[src/rtl/shreg_pkg.sv]
package shreg_pkg;

  parameter int BASE_W  = 32;
  parameter int DIM_W   = 13;
  parameter int FMT_W   = 4;
  parameter int DATA_W  = 32;
  parameter int FIELD_W = 3;

  localparam int Y_LSB   = 16;
  localparam int FMT_LSB = 8;

  typedef enum logic [FIELD_W-1:0] {
    F_BASE     = 3'd0,
    F_WHOLE_W  = 3'd1,
    F_WHOLE_H  = 3'd2,
    F_OFF_X    = 3'd3,
    F_OFF_Y    = 3'd4,
    F_TOPLEFT  = 3'd5,
    F_BOTRIGHT = 3'd6,
    F_CTRL     = 3'd7
  } field_e;

  localparam logic [FIELD_W-1:0] G_PROTECT = 3'd0;
  localparam logic [FIELD_W-1:0] G_UPDATE  = 3'd1;

  typedef struct packed {
    logic [BASE_W-1:0] base;
    logic [DIM_W-1:0]  whole_w;
    logic [DIM_W-1:0]  whole_h;
    logic [DIM_W-1:0]  off_x;
    logic [DIM_W-1:0]  off_y;
    logic [DIM_W-1:0]  tl_x;
    logic [DIM_W-1:0]  tl_y;
    logic [DIM_W-1:0]  br_x;
    logic [DIM_W-1:0]  br_y;
    logic [FMT_W-1:0]  fmt;
    logic              en;
  } win_cfg_t;

  // Merge one register write into a window configuration.
  function automatic win_cfg_t apply_field(input win_cfg_t cur, input field_e f,
                                           input logic [DATA_W-1:0] d);
    win_cfg_t n;
    n = cur;
    case (f)
      F_BASE:     n.base    = d[BASE_W-1:0];
      F_WHOLE_W:  n.whole_w = d[DIM_W-1:0];
      F_WHOLE_H:  n.whole_h = d[DIM_W-1:0];
      F_OFF_X:    n.off_x   = d[DIM_W-1:0];
      F_OFF_Y:    n.off_y   = d[DIM_W-1:0];
      F_TOPLEFT: begin
        n.tl_x = d[DIM_W-1:0];
        n.tl_y = d[Y_LSB +: DIM_W];
      end
      F_BOTRIGHT: begin
        n.br_x = d[DIM_W-1:0];
        n.br_y = d[Y_LSB +: DIM_W];
      end
      F_CTRL: begin
        n.en  = d[0];
        n.fmt = d[FMT_LSB +: FMT_W];
      end
      default: n = cur;
    endcase
    return n;
  endfunction

endpackage

[src/rtl/shreg_vsync_edge.sv]
module shreg_vsync_edge (
  input  logic clk,
  input  logic rst_n,
  input  logic vsync,
  output logic vs_rise
);
  logic vs_q;

  always_ff @(posedge clk) begin
    if (!rst_n) vs_q <= 1'b0;
    else        vs_q <= vsync;
  end

  assign vs_rise = vsync & ~vs_q;
endmodule

[src/rtl/shreg_wr_dec.sv]
module shreg_wr_dec
  import shreg_pkg::*;
#(
  parameter int NUM_WIN  = 2,
  parameter int WIN_BITS = 1,
  parameter int ADDR_W   = 5
) (
  input  logic               wr_en,
  input  logic [ADDR_W-1:0]  wr_addr,
  input  logic               upd_bit,
  output logic [NUM_WIN-1:0] win_hit,
  output field_e             field,
  output logic               prot_we,
  output logic               upd_arm
);
  logic                glob;
  logic [WIN_BITS-1:0] widx;
  logic [FIELD_W-1:0]  low;

  assign glob  = wr_addr[ADDR_W-1];
  assign widx  = wr_addr[FIELD_W +: WIN_BITS];
  assign low   = wr_addr[FIELD_W-1:0];
  assign field = field_e'(low);

  for (genvar w = 0; w < NUM_WIN; w++) begin : g_hit
    assign win_hit[w] = wr_en & ~glob & (widx == WIN_BITS'(w));
  end

  assign prot_we = wr_en & glob & (low == G_PROTECT);
  assign upd_arm = wr_en & glob & (low == G_UPDATE) & upd_bit;
endmodule

[src/rtl/shreg_win.sv]
module shreg_win
  import shreg_pkg::*;
(
  input  logic              clk,
  input  logic              rst_n,
  input  logic              wr_hit,
  input  field_e            wr_field,
  input  logic [DATA_W-1:0] wr_data,
  input  logic              arm,
  input  logic              protect,
  input  logic              vs_rise,
  output win_cfg_t          active,
  output logic              xfer
);
  win_cfg_t shadow_q;
  win_cfg_t active_q;
  logic     pend_q;

  assign xfer   = vs_rise & pend_q & ~protect;
  assign active = active_q;

  always_ff @(posedge clk) begin
    if (!rst_n) begin
      shadow_q <= '0;
      active_q <= '0;
      pend_q   <= 1'b0;
    end else begin
      if (wr_hit) shadow_q <= apply_field(shadow_q, wr_field, wr_data);
      if (xfer)   active_q <= shadow_q;
      // a write colliding with the transfer keeps the window armed
      if (arm)                  pend_q <= 1'b1;
      else if (xfer && !wr_hit) pend_q <= 1'b0;
    end
  end
endmodule

[src/rtl/shreg_bank.sv]
module shreg_bank
  import shreg_pkg::*;
#(
  parameter  int NUM_WIN  = 2,
  localparam int WIN_BITS = (NUM_WIN > 1) ? $clog2(NUM_WIN) : 1,
  localparam int ADDR_W   = 1 + WIN_BITS + FIELD_W
) (
  input  logic                            clk,
  input  logic                            rst_n,
  input  logic                            vsync,
  input  logic                            wr_en,
  input  logic [ADDR_W-1:0]               wr_addr,
  input  logic [DATA_W-1:0]               wr_data,
  output logic [NUM_WIN-1:0][BASE_W-1:0]  act_base,
  output logic [NUM_WIN-1:0][DIM_W-1:0]   act_whole_w,
  output logic [NUM_WIN-1:0][DIM_W-1:0]   act_whole_h,
  output logic [NUM_WIN-1:0][DIM_W-1:0]   act_off_x,
  output logic [NUM_WIN-1:0][DIM_W-1:0]   act_off_y,
  output logic [NUM_WIN-1:0][DIM_W-1:0]   act_tl_x,
  output logic [NUM_WIN-1:0][DIM_W-1:0]   act_tl_y,
  output logic [NUM_WIN-1:0][DIM_W-1:0]   act_br_x,
  output logic [NUM_WIN-1:0][DIM_W-1:0]   act_br_y,
  output logic [NUM_WIN-1:0][FMT_W-1:0]   act_fmt,
  output logic [NUM_WIN-1:0]              act_en,
  output logic                            xfer_done
);
  logic               vs_rise;
  logic [NUM_WIN-1:0] win_hit;
  field_e             wr_field;
  logic               prot_we;
  logic               upd_arm;
  logic [NUM_WIN-1:0] prot_q;
  logic [NUM_WIN-1:0] win_xfer;
  win_cfg_t           act_cfg [NUM_WIN];

  shreg_vsync_edge u_edge (
    .clk     (clk),
    .rst_n   (rst_n),
    .vsync   (vsync),
    .vs_rise (vs_rise)
  );

  shreg_wr_dec #(.NUM_WIN(NUM_WIN), .WIN_BITS(WIN_BITS), .ADDR_W(ADDR_W)) u_dec (
    .wr_en   (wr_en),
    .wr_addr (wr_addr),
    .upd_bit (wr_data[0]),
    .win_hit (win_hit),
    .field   (wr_field),
    .prot_we (prot_we),
    .upd_arm (upd_arm)
  );

  always_ff @(posedge clk) begin
    if (!rst_n) begin
      prot_q    <= '0;
      xfer_done <= 1'b0;
    end else begin
      if (prot_we) prot_q <= wr_data[NUM_WIN-1:0];
      xfer_done <= |win_xfer;
    end
  end

  for (genvar w = 0; w < NUM_WIN; w++) begin : g_win
    shreg_win u_win (
      .clk      (clk),
      .rst_n    (rst_n),
      .wr_hit   (win_hit[w]),
      .wr_field (wr_field),
      .wr_data  (wr_data),
      .arm      (upd_arm),
      .protect  (prot_q[w]),
      .vs_rise  (vs_rise),
      .active   (act_cfg[w]),
      .xfer     (win_xfer[w])
    );
    assign act_base[w]    = act_cfg[w].base;
    assign act_whole_w[w] = act_cfg[w].whole_w;
    assign act_whole_h[w] = act_cfg[w].whole_h;
    assign act_off_x[w]   = act_cfg[w].off_x;
    assign act_off_y[w]   = act_cfg[w].off_y;
    assign act_tl_x[w]    = act_cfg[w].tl_x;
    assign act_tl_y[w]    = act_cfg[w].tl_y;
    assign act_br_x[w]    = act_cfg[w].br_x;
    assign act_br_y[w]    = act_cfg[w].br_y;
    assign act_fmt[w]     = act_cfg[w].fmt;
    assign act_en[w]      = act_cfg[w].en;
  end
endmodule

[config.mk]
export PLATFORM = sky130hd
export DESIGN_NAME = shreg_bank
export DESIGN_NICKNAME = d
export VERILOG_FILES = /design/src/rtl/shreg_pkg.sv /design/src/rtl/shreg_vsync_edge.sv /design/src/rtl/shreg_wr_dec.sv /design/src/rtl/shreg_win.sv /design/src/rtl/shreg_bank.sv
export SDC_FILE = /design/constraint.sdc
export NUM_CORES = 1
export LEC_CHECK = 0
export BUFFER_PORTS_ARGS = -buffer_cell sky130_fd_sc_hd__buf_4
export CORE_ASPECT_RATIO = 2
export CORE_UTILIZATION = 63
export CTS_BUF_LIST = sky130_fd_sc_hd__clkbuf_8
export CTS_CLUSTER_SIZE = 8
export DETAILED_ROUTE_END_ITERATION = 10
export PLACE_DENSITY = 0.87
export RECOVER_POWER = 100
export SLEW_MARGIN = 40
export SYNTH_ARGS = -nofsm -noshare
export SYNTH_HDL_FRONTEND = slang
export SYNTH_HIERARCHICAL = 1
export SYNTH_SLANG_ARGS = --single-unit
[constraint.sdc]
create_clock -name clk -period 4.5 [get_ports clk]
set_clock_uncertainty 0.1 [all_clocks]
set_input_delay 0.45 -clock clk [delete_from_list [all_inputs] [get_ports clk]]
set_output_delay 0.45 -clock clk [all_outputs]
set_load 0.05 [all_outputs]
==> results of run 1 <==
[what timing repair did]
action,in CTS,in global routing
buffers inserted,0,0
endpoints found under the hold margin,16,0
hold buffers,10,0
[state kept, by name, indices dropped and copies added (netlist names)]
register,cells
g_win.u_win/active,282
g_win.u_win/pend_q,2
g_win.u_win/shadow_q,282
prot_q,2
u_edge/vs_q,1
xfer_done,1
[through the flow]
stage | util [%] | cell area [um2] | instances | hold slack (ns)
final | 72.19 | 23180 | 2679 | 0.04802
after global routing | 72.19 | 23180 | 2679 | 0.03631
after CTS | 75.55 | 24260 | 2673 | 0.004820
after detailed placement | 71.52 | 22970 | 2569 | 0.3484
after global placement | 71.30 | 22900 | 2566 | 0.3448
after floorplan | - | 20530 | 1944 | 0.3423
[synth_stat cells, drive strengths merged]
cell | count | area [um2]
nand4b | 6 | 52.55
nand3b | 2 | 15.01
dfxtp | 570 | 11410
nor2b | 3 | 26.27
mux2i | 566 | 5665
o21ai | 2 | 10.01
and2 | 1 | 6.260
buf | 109 | 645.6
nand4 | 2 | 12.51
nor2 | 2 | 7.510
inv | 2 | 7.510
nor4 | 2 | 18.77
nand2 | 630 | 2365
o21a | 1 | 7.510
and3b | 1 | 10.01
nor4b | 4 | 65.07
nand4bb | 6 | 67.56
clkbuf | 34 | 127.6
nor3b | 1 | 7.510
[path summary, 6_finish.rpt]
kind                              from                           end  slack [ns]
max                         wr_addr[4]  g_win[0].u_win/shadow_q[132]        1.32
min                        wr_data[20]    g_win[1].u_win/shadow_q[9]        0.05
max reg2reg                u_edge/vs_q    g_win[0].u_win/active[138]        2.10
min reg2reg  g_win[1].u_win/active[90]     g_win[1].u_win/active[90]        0.36
[final cells by class]
type	instances	share of cell area [%]
multi-input cells	1229	35.94
flip-flops and latches	570	49.22
clock buffers	81	4.808
repair buffers	353	7.323
well taps	427	2.304
inverters	2	0.03238
diodes	4	0.04317
clock inverters	13	0.3346
[routing by layer]
layer  routed length [um]  vias to the layer above  GRT usage (%)
li1                     -                     6980              -
met1                19350                     7192          33.17
met2                27200                      543          55.70
met3                 2973                      169          6.757
met4                 3673                        0          22.97
met5                    0                        -              0
[worst min-delay path: cells and delay by family]
| kind | cells | cell delay, ns |
|---|---|---|
| buf+inv | 1 | 0.08 |
| simple gates | 1 | 0.08 |
| mux | 1 | 0.12 |
[cells in the final DEF, fill, tap and decap left out, types with 2 or more instances in the layout]
cell	n
clkbuf_1	295
nor2_1	2
nand2_1	630
buf_16	3
nand4b_1	6
dlygate4sd3_1	10
inv_6	2
nor4b_1	2
nand3b_1	2
buf_12	5
clkinvlp_4	5
inv_1	8
o21ai_0	2
mux2i_1	566
nor4b_4	2
nor4_1	2
nor2b_1	3
nand4bb_2	2
dfxtp_1	570
clkbuf_8	81
diode_2	4
buf_4	39
nand4_1	2
nand4bb_1	4
[power breakdown]
part	switching, W	internal, W	total [W]
Sequential	0.00000537	0.00507	0.00507
Combinational	0.000212	0.0000795	0.000292
Clock	0.00177	0.00162	0.00339
Total	0.00198	0.00677	0.00875
[logic make-up (layout without fill, tap and decap cells)]
logic type             count (synthesis)  after routing  share of synthesized area, %
AOI/OAI and AO/OA                      3              3                       0.08535
DFF                                  570            570                         55.59
muxes                                566            566                         27.60
other                                  0              4                             0
buffers and inverters                145            449                         3.803
and+or+nand+nor                      660            660                         12.93
==> results.sh, run 1 <==
export IMPL_fmax_ghz=0.3149
export IMPL_status="finished, violations left"
export IMPL_ioPinCount=324
export IMPL_fin_nets=2278
export IMPL_antenna_found_initial=4
export IMPL_vias=14880
export IMPL_setup_violations=0
export IMPL_slowest_delay_ns=1.84
export IMPL_start_kind="input port"
export IMPL_worstPathMaxFanout=31
export IMPL_setup_total_negative_slack_ns=0
export IMPL_slowest_stage="clkbuf_1"
export IMPL_cpLargestDelayFamily="buffers and inverters"
export IMPL_drv_slew=282
export IMPL_syn_inst=1944
export IMPL_htree_levels=3
export IMPL_rows=93
export IMPL_core_area_um2=32120
export IMPL_worst_path_stages=6
export IMPL_io_buffers=323
export IMPL_die_w_um=129.6
export IMPL_p_leak_nw=11.15
export IMPL_ir_drop_mv=0.3389
export IMPL_dr_pass1_iters=5
export IMPL_drt_iter0_markers=955
export IMPL_clock_path_buffers=3
export IMPL_grt_pass1_wl_mm=80.68
export IMPL_cts_buffers=81
export IMPL_post_dp_hpwl_mm=36.02
export IMPL_maxCapViolCount=9
export IMPL_hp_class="input port to register"
export IMPL_violations="max-capacitance violations, max-slew violations"
export IMPL_clock_sinks=570
export IMPL_fin_ws_ns=1.324
export IMPL_cts_root_buf="clkbuf_8"
export IMPL_area_growth_pct=12.94
export IMPL_min_path_cells=3
export IMPL_slew_headroom_pct=-68.92
export IMPL_endpoint_kind="register"
export IMPL_grt_max_degree=148
export IMPL_worst_slew_pin_slew_ns=2.534
export IMPL_post_place_ws_ns=2.089
export IMPL_power_w=0.008751
export IMPL_worst_setup_path_type="input port to register"
export IMPL_cp_cell_sequence="clkbuf_1 -> nor3b_1 -> buf_4 -> nor4b_4 -> clkbuf_1 -> mux2i_1"
export IMPL_num_fill_cells=2576
export IMPL_grt_usage_pct=31.92
export IMPL_cp_arrival_ns=3.48
export IMPL_reg2reg_depth=4
export IMPL_worst_path_buf_inv=3
export IMPL_pwr_density_cell_nw_per_um2=377.4
export IMPL_dieHeight_um=257.3
export IMPL_drive_above_1_share_pct=6.228
export IMPL_synth_distinct_cells=25
export IMPL_wl_per_cell_um=19.86
export IMPL_cts_resized=0
export IMPL_synth_area_per_cell_um2=10.56
export IMPL_ys_ff_latch=570
export IMPL_drc=0
export IMPL_clkTransAtPathRegs_ns=0.06
export IMPL_hold_viol=0
export IMPL_via_per_inst=5.556
export IMPL_gr_total_overflow=0
export IMPL_netlist_area_um2=20530
export IMPL_fin_crit_ns=3.176
export IMPL_cts_tree="built"
export IMPL_regArea_um2=11410
export IMPL_rsz0062_at_grt="no"
export IMPL_grt_pass1_vias=15170
export IMPL_drtAntennaViolNets=0
export IMPL_totalWireLength_mm=53.20
export IMPL_worst_ep_required_time_ns=4.80
export IMPL_synth_warnings=6
export IMPL_insertion_delay_ns=0.63
export IMPL_finalCritPeriodShare_pct=70.58
export IMPL_dieArea_um2=33350
export IMPL_synth_nets=1985
export IMPL_ys_seq_area_share_pct=55.59
export IMPL_place_congestion=0.8438
export IMPL_cp_common_cell="clkbuf_1"
export IMPL_start_util_pct=63.92
export IMPL_multi_input_area_um2=8332
(Power assumes the default switching activity.)
==> inputs of run 2 (changes only) <==
Settings changed: ABC_AREA set to 1, CORE_UTILIZATION 63 to 58, PLACE_DENSITY 0.87 to 0.82.
Clock period 4.5 ns to 3.18 ns, I/O delays scaled along.
==> results.sh, run 2 <==
export IMPL_synth_edf_count=0
export IMPL_setup_total_negative_slack_ns=0
export IMPL_worst_slew_pin_slew_ns=1.357
export IMPL_switching_power_w=0.002948
export IMPL_grt_pass1_vias=16870
export IMPL_totalWireLength_mm=57.10
export IMPL_final_cell_mix="1146 x nor2_1, 570 x dfxtp_1, 554 x o21ai_0, 285 x clkbuf_1, 86 x clkbuf_8"
export IMPL_p_leak_nw=9.716
export IMPL_synth_warnings=6
export IMPL_clock_path_buffers=3
export IMPL_synth_ff_type="dfxtp_1"
export IMPL_dieHeight_um=262.5
export IMPL_fin_crit_ns=2.392
export IMPL_syn_inst=2526
export IMPL_num_fill_cells=3062
export IMPL_synthTopCellsByCount="1139 x nor2_1, 570 x dfxtp_1, 554 x o21ai_0"
export IMPL_slowest_delay_ns=0.65
export IMPL_antenna_found_initial=1
export IMPL_utilization_pct=66.73
export IMPL_via_per_inst=5.499
export IMPL_area_growth_pct=13.64
export IMPL_status="finished clean"
export IMPL_netlist_area_um2=19680
export IMPL_fin_nets=2840
export IMPL_sequentialPowerShare_pct=57.3
export IMPL_p_comb_share_pct=4.8
export IMPL_gr_total_overflow=0
export IMPL_vias=17840
export IMPL_place_area_um2=22040
export IMPL_reg2reg_depth=6
export IMPL_post_dp_hpwl_mm=35.11
export IMPL_synth_nets=2567
export IMPL_cts_hold_buf=21
export IMPL_cp_cell_sequence="dlygate4sd3_1 -> clkbuf_1 -> nor2_1 -> nand2_1 -> inv_2 -> nor2_1 -> nor2_1"
export IMPL_cpLargestDelayFamily="buffers and inverters"
export IMPL_worst_ep_required_time_ns=3.58
export IMPL_ir_drop_mv=0.3949
export IMPL_worstPathMaxFanout=27
export IMPL_fmax_ghz=0.4181
export IMPL_hp_class="input port to register"
export IMPL_start_util_pct=58.72
export IMPL_switching_share_pct=23.26
export IMPL_worst_path_stages=7
export IMPL_clock_sinks=570
export IMPL_endpoint_kind="register"
export IMPL_core_area_um2=33520
export IMPL_cts_tree="built"
export IMPL_hold_viol=0
export IMPL_drive_above_1_share_pct=5.484
export IMPL_drv_slew=0
export IMPL_yosysMostFrequentCell="nor2_1"
export IMPL_pwr_density_cell_nw_per_um2=566.5
export IMPL_drc=0
export IMPL_cts_buffers=81
export IMPL_maxCapViolCount=0
export IMPL_synthArstFlopShare_pct=0
export IMPL_ys_seq_area_share_pct=57.98
export IMPL_dieArea_um2=34720
export IMPL_grt_usage_pct=32.22
export IMPL_cts_root_buf="clkbuf_8"
export IMPL_rows=95
export IMPL_final_common_cell="nor2_1"
export IMPL_netlist_area_leader_share_pct=57.98
export IMPL_cp_arrival_ns=2.80
export IMPL_die_w_um=132.3
export IMPL_dr_pass1_iters=6
export IMPL_io_buffers=323
export IMPL_synth_top_area_cell="dfxtp_1"
export IMPL_start_kind="input port"
export IMPL_drt_iter0_markers=1410
export IMPL_post_cts_setup_buffers=0
export IMPL_ys_ff_latch=570
export IMPL_grt_max_degree=158
export IMPL_synth_distinct_cells=19
export IMPL_insertion_delay_ns=0.63
export IMPL_finalInstanceArea_um2=22370
export IMPL_clkTransAtPathRegs_ns=0.06
export IMPL_worst_path_buf_inv=3
export IMPL_synth_area_leaders="dfxtp_1 58%, nor2_1 22%, o21ai_0 14%"
export IMPL_slew_headroom_pct=9.538
export IMPL_grt_pass1_wl_mm=88.08
export IMPL_rsz0062_at_grt="no"
export IMPL_worst_setup_path_type="input port to register"
export IMPL_slowest_stage="nand2_1"
export IMPL_finalCritPeriodShare_pct=75.22
export IMPL_drtAntennaViolNets=0
export IMPL_place_congestion=0.8303
export IMPL_cts_resized=0
export IMPL_synth_area_per_cell_um2=7.792
export IMPL_p_clk_share_pct=37.9
export IMPL_ioPinCount=324
export IMPL_wl_per_cell_um=17.60
export IMPL_htree_levels=3
export IMPL_internal_power_w=0.009723
export IMPL_cp_common_cell="nor2_1"
export IMPL_min_path_cells=3
export IMPL_setup_violations=0
-- run 2: changes by cell type after synthesis, moves of 24 or more --
cell      previous run  this run
mux2i_1            566         0
nor2_1               2      1139
inv_1                0        24
clkbuf_1            34       100
nand2_1            630        26
o21ai_0              2       554
buf_2               72        44
-- run 2: cells by family after synthesis --
logic type / after synthesis / share of synthesized area, %
and+or+nand+nor: 1182 / 22.81
AOI/OAI and AO/OA: 567 / 14.43
DFF: 570 / 57.98
buffers and inverters: 207 / 4.781
-- run 2: power groups by stage --
stage | Clock (W) | Combinational, W | Sequential (W)
floorplan | 0 | 0.000272 | 0.00748
global placement | 0 | 0.000586 | 0.00741
detailed placement | 0 | 0.000597 | 0.00741
CTS | 0.00487 | 0.000621 | 0.00726
global route | 0.00518 | 0.000652 | 0.00726
finish | 0.00481 | 0.000607 | 0.00726
-- run 2: area by class of cell --
class	count	area [um2]	area share [%]
Timing Repair Buffer	359	1765	7.893
Inverter	38	147.6	0.6601
Clock buffer	84	1156	5.169
Clock inverter	8	38.79	0.1734
Tap cell	436	545.5	2.439
Multi-Input combinational cell	1749	7300	32.64
Antenna cell	1	2.502	0.01119
Sequential cell	570	11410	51.02
-- run 2: stage by stage --
stage | power, W | std cells | hold slack (ns) | worst slack (ns)
finish | 0.01267 | 3245 | 0.05235 | 0.7880
global route | 0.01309 | 3245 | 0.03682 | 0.6178
CTS | 0.01275 | 3243 | 0.001746 | 1.155
detailed placement | 0.008007 | 3130 | 0.3663 | 0.8431
global placement | 0.007993 | 3130 | 0.3459 | 0.8996
floorplan | 0.007755 | 2526 | 0.3115 | 1.692
-- run 2: worst paths after layout --
check | startpoint | to | slack, ns
setup / recovery | wr_addr[0] | g_win[0].u_win/shadow_q[6] | 0.79
hold / removal | wr_data[9] | g_win[0].u_win/shadow_q[2] | 0.05
setup reg to reg | u_edge/vs_q | g_win[0].u_win/active[33] | 1.02
hold reg to reg | g_win[0].u_win/shadow_q[66] | g_win[0].u_win/active[66] | 0.37
-- run 2: per-layer routing --
layer  wire, um  GRT usage [%]
met5          0              0
met4       4182          22.74
met3       3860          6.269
met2      28940          57.63
met1      20110          33.48
-- run 2: worst reg2reg max path, cell delays in order, from the launching register on --
cell and delay [ns]:
dfxtp_1 0.30, nor2_1 0.17, nand2_1 0.08, nor2_1 0.26, clkbuf_8 0.72, o21ai_0 0.30, nor2_1 0.18
